===== src/rtl/psc_pkg.sv =====
package psc_pkg;
  localparam int MASK_W  = 64;
  localparam int SCORE_W = 16;

  typedef logic signed [SCORE_W-1:0] score_t;
  typedef logic [MASK_W-1:0]         mask_t;

  typedef struct packed {
    logic   full;
    score_t osc;
    score_t gsc;
    mask_t  pm;
  } part_t;

  localparam part_t PART_EMPTY = '0;

  // merge two partials: log-domain sum with piecewise-linear correction, max with tie kept in a
  function automatic part_t merge(part_t a, part_t b, int unsigned cmax);
    part_t r;
    logic signed [SCORE_W:0] ea, eb, dif;
    logic [SCORE_W:0] mag, cm, corr;
    ea   = {a.osc[SCORE_W-1], a.osc};
    eb   = {b.osc[SCORE_W-1], b.osc};
    dif  = ea - eb;
    mag  = dif[SCORE_W] ? $unsigned(eb - ea) : $unsigned(dif);
    cm   = (SCORE_W+1)'(cmax);
    corr = (mag >= (cm << 1)) ? '0 : (cm - (mag >> 1));
    r.full = 1'b1;
    r.osc  = (dif[SCORE_W] ? b.osc : a.osc) + $signed(corr[SCORE_W-1:0]);
    if (b.gsc > a.gsc) begin
      r.gsc = b.gsc;
      r.pm  = b.pm;
    end else begin
      r.gsc = a.gsc;
      r.pm  = a.pm;
    end
    if (!b.full)      r = a;
    else if (!a.full) r = b;
    return r;
  endfunction
endpackage


===== src/rtl/psc_filter.sv =====
module psc_filter
  import psc_pkg::*;
#(
  parameter int THREADS = 4,
  localparam int IDX_W  = $clog2(THREADS)
) (
  input  logic             clk,
  input  logic             rst,
  input  mask_t            order_q,
  input  logic             take,
  input  logic             last,
  input  mask_t            parents,
  input  score_t           score,
  input  logic [IDX_W-1:0] tid,
  output logic             s1_valid,
  output logic             s1_hit,
  output logic             s1_last,
  output logic [IDX_W-1:0] s1_tid,
  output part_t            s1_elem
);
  logic hit_c;
  assign hit_c = ~|(parents & ~order_q);

  always_ff @(posedge clk) begin
    if (rst) begin
      s1_valid <= 1'b0;
      s1_last  <= 1'b0;
    end else begin
      s1_valid <= take;
      s1_last  <= take & last;
    end
    if (take) begin
      s1_hit  <= hit_c;
      s1_tid  <= tid;
      s1_elem <= '{full: 1'b1, osc: score, gsc: score, pm: parents};
    end
  end
endmodule


===== src/rtl/psc_threads.sv =====
module psc_threads
  import psc_pkg::*;
#(
  parameter int THREADS       = 4,
  parameter int unsigned CORR_MAX = 8,
  localparam int IDX_W        = $clog2(THREADS)
) (
  input  logic             clk,
  input  logic             rst,
  input  logic             s1_valid,
  input  logic             s1_hit,
  input  logic             s1_last,
  input  logic [IDX_W-1:0] s1_tid,
  input  part_t            s1_elem,
  output part_t            bank_o [THREADS],
  output logic             bank_load
);
  logic close_c;
  assign close_c = s1_valid & s1_last;

  for (genvar t = 0; t < THREADS; t++) begin : g_thr
    part_t acc_q, bank_q, nxt_c;
    logic  upd_c;
    assign upd_c = s1_valid & s1_hit & (s1_tid == IDX_W'(t));
    assign nxt_c = upd_c ? merge(acc_q, s1_elem, CORR_MAX) : acc_q;

    always_ff @(posedge clk) begin
      if (rst || close_c) acc_q <= PART_EMPTY;
      else                acc_q <= nxt_c;
      if (rst)          bank_q <= PART_EMPTY;
      else if (close_c) bank_q <= nxt_c;
    end
    assign bank_o[t] = bank_q;
  end

  always_ff @(posedge clk) begin
    if (rst) bank_load <= 1'b0;
    else     bank_load <= close_c;
  end
endmodule


===== src/rtl/psc_reduce.sv =====
module psc_reduce
  import psc_pkg::*;
#(
  parameter int THREADS       = 4,
  parameter int unsigned CORR_MAX = 8,
  localparam int IDX_W        = $clog2(THREADS)
) (
  input  logic   clk,
  input  logic   rst,
  input  part_t  bank_i [THREADS],
  input  logic   bank_load,
  input  logic   chain_valid,
  input  part_t  chain_part,
  output logic   busy,
  output logic   done,
  output part_t  res
);
  typedef enum logic [1:0] {ST_IDLE, ST_FOLD, ST_CHAIN} st_t;
  st_t              st;
  logic [IDX_W-1:0] idx;
  part_t            red, hold;
  logic             hold_full;

  assign busy = (st != ST_IDLE);

  always_ff @(posedge clk) begin
    if (rst) begin
      st        <= ST_IDLE;
      idx       <= '0;
      red       <= PART_EMPTY;
      hold      <= PART_EMPTY;
      hold_full <= 1'b0;
      done      <= 1'b0;
      res       <= PART_EMPTY;
    end else begin
      done <= 1'b0;
      if (chain_valid) begin
        hold      <= chain_part;
        hold_full <= 1'b1;
      end
      case (st)
        ST_IDLE: if (bank_load) begin
          red <= bank_i[0];
          idx <= IDX_W'(1);
          st  <= ST_FOLD;
        end
        ST_FOLD: begin
          red <= merge(red, bank_i[idx], CORR_MAX);
          if (idx == IDX_W'(THREADS-1)) st <= ST_CHAIN;
          else                          idx <= idx + IDX_W'(1);
        end
        ST_CHAIN: if (hold_full) begin
          res       <= merge(red, hold, CORR_MAX);
          done      <= 1'b1;
          hold_full <= 1'b0;
          st        <= ST_IDLE;
        end
        default: st <= ST_IDLE;
      endcase
    end
  end

  // the bank is only refilled once the previous reduction has finished
  p_load_when_idle_r8: assert property (@(posedge clk) disable iff (rst)
    bank_load |-> st == ST_IDLE);
  // the result is a single-cycle pulse
  p_done_single_r6: assert property (@(posedge clk) disable iff (rst)
    done |=> !done);
  // upstream never overwrites a partial that is still waiting
  p_chain_no_overrun_r9: assert property (@(posedge clk) disable iff (rst)
    chain_valid |-> !hold_full);
  // the log-domain sum dominates the maximum
  p_score_dominates_r4: assert property (@(posedge clk) disable iff (rst)
    (done && res.full) |-> (res.osc >= res.gsc));
endmodule


===== src/rtl/parent_score_core.sv =====
module parent_score_core
  import psc_pkg::*;
#(
  parameter int THREADS       = 4,
  parameter int unsigned CORR_MAX = 8,
  localparam int IDX_W        = $clog2(THREADS)
) (
  input  logic                clk,
  input  logic                rst,
  input  logic                start,
  input  logic [MASK_W-1:0]   order_mask,
  input  logic                in_valid,
  output logic                in_ready,
  input  logic                in_last,
  input  logic [MASK_W-1:0]   in_parents,
  input  logic [SCORE_W-1:0]  in_score,
  input  logic                chain_in_valid,
  input  logic                chain_in_empty,
  input  logic [SCORE_W-1:0]  chain_in_order,
  input  logic [SCORE_W-1:0]  chain_in_graph,
  input  logic [MASK_W-1:0]   chain_in_parents,
  output logic                out_done,
  output logic                out_empty,
  output logic [SCORE_W-1:0]  out_order,
  output logic [SCORE_W-1:0]  out_graph,
  output logic [MASK_W-1:0]   out_parents
);
  logic             active;
  mask_t            order_q;
  logic [IDX_W-1:0] cnt;
  logic             take, busy_all, red_busy, bank_load;
  logic             s1_valid, s1_hit, s1_last;
  logic [IDX_W-1:0] s1_tid;
  part_t            s1_elem, res, chain_part;
  part_t            bank [THREADS];

  assign busy_all = (s1_valid & s1_last) | bank_load | red_busy;
  assign in_ready = active & ~(in_last & busy_all);
  assign take     = in_valid & in_ready;

  always_ff @(posedge clk) begin
    if (rst) begin
      active  <= 1'b0;
      cnt     <= '0;
      order_q <= '0;
    end else if (start) begin
      active  <= 1'b1;
      cnt     <= '0;
      order_q <= order_mask;
    end else if (take) begin
      cnt <= (cnt == IDX_W'(THREADS-1)) ? '0 : cnt + IDX_W'(1);
      if (in_last) active <= 1'b0;
    end
  end

  psc_filter #(.THREADS(THREADS)) u_filter (
    .clk(clk), .rst(rst), .order_q(order_q), .take(take), .last(in_last),
    .parents(in_parents), .score(in_score), .tid(cnt),
    .s1_valid(s1_valid), .s1_hit(s1_hit), .s1_last(s1_last),
    .s1_tid(s1_tid), .s1_elem(s1_elem)
  );

  psc_threads #(.THREADS(THREADS), .CORR_MAX(CORR_MAX)) u_threads (
    .clk(clk), .rst(rst), .s1_valid(s1_valid), .s1_hit(s1_hit),
    .s1_last(s1_last), .s1_tid(s1_tid), .s1_elem(s1_elem),
    .bank_o(bank), .bank_load(bank_load)
  );

  assign chain_part = '{full: ~chain_in_empty, osc: chain_in_order,
                        gsc: chain_in_graph, pm: chain_in_parents};

  psc_reduce #(.THREADS(THREADS), .CORR_MAX(CORR_MAX)) u_reduce (
    .clk(clk), .rst(rst), .bank_i(bank), .bank_load(bank_load),
    .chain_valid(chain_in_valid), .chain_part(chain_part),
    .busy(red_busy), .done(out_done), .res(res)
  );

  assign out_empty   = ~res.full;
  assign out_order   = res.osc;
  assign out_graph   = res.gsc;
  assign out_parents = res.pm;

  // every accepted candidate enters the scoring stage on the next cycle
  p_accept_reaches_stage_r5: assert property (@(posedge clk) disable iff (rst)
    (in_valid && in_ready) |=> s1_valid);
endmodule


===== config.mk =====
export PLATFORM = sky130hd
export DESIGN_NAME = parent_score_core
export DESIGN_NICKNAME = d
export VERILOG_FILES = /design/src/rtl/psc_pkg.sv /design/src/rtl/psc_filter.sv /design/src/rtl/psc_threads.sv /design/src/rtl/psc_reduce.sv /design/src/rtl/parent_score_core.sv
export SDC_FILE = /design/constraint.sdc
export NUM_CORES = 2
export LEC_CHECK = 0
export ABC_CLOCK_PERIOD_IN_PS = 6560
export BUFFER_PORTS_ARGS = -buffer_cell sky130_fd_sc_hd__buf_2
export CORE_MARGIN = 2
export CORE_UTILIZATION = 50
export CTS_BUF_LIST = sky130_fd_sc_hd__clkbuf_4 sky130_fd_sc_hd__clkbuf_8 sky130_fd_sc_hd__clkbuf_16
export DETAILED_ROUTE_END_ITERATION = 8
export PLACE_DENSITY = 0.74
export SYNTH_ARGS = -nofsm -noshare
export SYNTH_HDL_FRONTEND = slang
export SYNTH_SLANG_ARGS = --single-unit
export TNS_END_PERCENT = 10

===== constraint.sdc =====
create_clock -name clk -period 6.56 [get_ports clk]
set_input_delay 1.312 -clock clk [delete_from_list [all_inputs] [get_ports clk]]
set_output_delay 1.312 -clock clk [all_outputs]
set_load 0.005 [all_outputs]

==> flow_summary.ini <==
[finish]
num-nets-final = 8822
layout_commonest_cell = nor2_1
final_cell_mix = nor2_1, dfxtp_1, nand2_1
layout.cells.non_filler = 10042
drive_above_1_share_pct = 13.47
syn2layout_area_growth_pct = 14.51
fin_area_um2 = 75550

[placement]
routabilityCongestion = 0.9724
hpwl_um = 153400
portBuffers = 345
dp_cells = 9774
placed_cell_area_um2 = 70220

[route]
dr.first_iter.drc_count = 6317
drt_pass1_iterations = 6
wl_per_cell_um = 21.97
drc_errors = 0
antenna_left = 0
vias = 59426
vias_per_cell = 5.918
routed_wl_um = 220600

[synth]
synth_area_leaders = dfxtp_1, mux2i_1, nor2_1, ha_1, a21oi_1
synth_cell_types = 94
synth_compound_area_share_pct = 18.38
ys_ff_latch = 1226
synth-xor-area-share_pct = 1.925
synth_area_per_cell_um2 = 8.349
synth_fa_ha_area_share_pct = 7.867
syn_inst = 7902
netlist_area_um2 = 65970
synthArstFlopShare_pct = 0
synth_top_cell_area_share_pct = 34.68
synth_top_family_by_area = compound AO/OA/AOI/OAI gates
synth.area.mux_share_pct = 10.63
yosysTopAreaCell = dfxtp_1
yosys_warnings = 0
ys_seq_area_share_pct = 38.46
synthSimpleGateAreaFrac_pct = 16.59
synth_edf_count = 83
synth_flop_cell = dfxtp_1

[clocking]
cts_tree = built
cts_htree_levels = 4
clockBufferDepth = 3
cts.sinks = 1226
clk_pin_slew_ns = 0.06
numCtsBuffers = 135
root_buffer = clkbuf_16
ctsHoldBuffers = 0
worstSkewPairLatency_ns = 0.79

[power]
p_sw_mw = 4.328
intPower_mw = 12.90
p_leak_nw = 29.62
p_per_area_nw_per_um2 = 228.1
swShare_pct = 25.12
pwr-share-comb_pct = 8.9
ir_drop_mv = 0.2833
p_seq_share_pct = 44.9
total_power_mw = 17.23
p_clk_share_pct = 46.3

[setup_path]
path_common_cell = a21o_1
crit_path_end = u_threads.bank_o[92]
rrSetupSlack_ns = 0.17
critical-path-max-stage-delay_ns = 0.46
start_kind = flop
cp.arrival_ns = 7.09
r2r_cells = 30
r2r_start = u_filter.s1_elem[80]
endpoint_kind = flop
critPathRequiredTime_ns = 7.26
worstSetupPathType = flop to flop
path_max_fanout = 8
critPathSlowestCell = edfxtp_1
crit_start = u_filter.s1_elem[80]
timing.rr.end = u_threads.bank_o[92]

[sta]
fin_skew_ns = 0.03711
timing.fmax_mhz = 156.6
setup_viol = 0
rsz0062_at_grt = yes
hold_viol = 0
final.setup.tns_ns = 0
tightest_slew_ns = 1.214
max_slew_margin_pct = 19.09
hold_slack_ns = 0.4515
post-route-min-period_ns = 6.385
finalCritPeriodShare_pct = 97.34
slew_violations = 0

[flow_run]
cap_violations = 0

[global_route]
track_usage_pct = 31.48
grt_overflow_total = 0
grt_pass1_vias = 56335
grt_pass1_wl_um = 334000
grt_max_degree = 177
antenna_found_initial = 22

[floorplanning]
die_w_um = 367.2
start_util_pct = 50.25
rows = 133
ios = 346
die_area_um2 = 134900
dieHeight_um = 367.2
core_area_um2 = 131300

[worst_hold_path]
hold_class = flop to flop
holdPathStages = 2

[outcome]
outcome = finished clean
state kept, by name, indices dropped and copies added (netlist names):
signal and flops:
u_reduce.hold 97, u_filter.s1_elem 80, u_reduce.hold_full 1, u_filter.s1_hit 1, order_q 64, u_threads.bank_o 388
u_filter.s1_valid 1, active 1, u_reduce.res 97, u_reduce.st 2, u_reduce.done 1, u_filter.s1_tid 2
u_reduce.idx 2, u_threads.g_thr.acc_q 388, u_reduce.red 97, u_filter.s1_last 1, cnt 2, u_threads.bank_load 1
worst min path at each step:
stage,start,to,slack [ns]
floorplan,u_threads.bank_o[185],u_threads.bank_o[185],0.42
global placement,u_threads.bank_o[312],u_threads.bank_o[312],0.43
detailed placement,u_threads.bank_o[188],u_threads.bank_o[188],0.44
CTS,u_reduce.red[58],u_reduce.red[58],0.45
global route,cnt[1],u_filter.s1_tid[1],0.47
finish,u_reduce.red[11],u_reduce.red[11],0.45
per-stage QoR:
step	setup slack (ns)	utilization [%]
3_5_place_dp	-0.2945	53.48
2_1_floorplan	0.03222	-
3_3_place_gp	-0.2767	53.48
5_1_grt	-0.1828	57.53
6_report	0.1747	57.54
4_1_cts	-0.1133	57.14
power groups by stage:
| stage | clock network (mW) | registers [mW] | logic (mW) |
|---|---|---|---|
| 2_1_floorplan | 0 | 7.86 | 0.995 |
| 3_3_place_gp | 0 | 7.89 | 1.45 |
| 3_5_place_dp | 0 | 7.89 | 1.46 |
| 4_1_cts | 8.05 | 7.73 | 1.47 |
| 5_1_grt | 8.34 | 7.74 | 1.66 |
| 6_report | 7.97 | 7.73 | 1.53 |
per-layer routing:
layer	global-route usage (%)	part of all wire, %	wire length, um	vias up
met4	11.96	3.7	8205	10
met2	46.48	42	92520	2702
li1	-	-	-	28084
met5	0	0.027	60	-
met1	44.69	44	97270	28166
met3	6.899	10	22550	464
area by class of cell:
| class | count | area [um^2] |
|---|---|---|
| Antenna cell | 14 | 35.03 |
| Clock buffer | 194 | 4056 |
| Clock inverter | 45 | 691.9 |
| Fill cell | 11527 | 55750 |
| Inverter | 348 | 1308 |
| Multi-Input combinational cell | 5769 | 37400 |
| Sequential cell | 1226 | 25380 |
| Tap cell | 1755 | 2196 |
| Timing Repair Buffer | 691 | 4474 |
worst max-delay path: cells and delay by family (launching register included):
family / cells / cell delay, ns
simple gates: 3 / 0.29
buf+inv: 6 / 0.82
fa+ha+maj: 4 / 1.27
flops: 1 / 0.46
compound gates: 17 / 3.45
synth_stat cells, types with 72 or more instances:
library cell and instances:
inv_1 347, nand3_1 72, dfxtp_1 1143, buf_4 97
ha_1 386, nor2_1 1363, a21o_1 126, nor3_1 240
xnor2_1 89, nand2_1 649, a211oi_1 298, edfxtp_1 83
clkbuf_1 442, mux2i_1 613, o21ai_0 453, a21oi_1 531
timing repair:
action / in CTS / in global routing
setup buffers: 6 / 9
pin swaps: 5 / 28
resized for setup: 5 / 99
setup endpoints to repair: 6 / 65
kinds of logic after synthesis:
family	count (synthesis)
other	1
and+or+nand+nor	2597
adders and majority gates	404
DFF	1226
xor gates and xnor gates	145
buffers and inverters	972
AOI/OAI and AO/OA	1899
muxes	658
No activity file was read; power rests on OpenSTA's default activity.
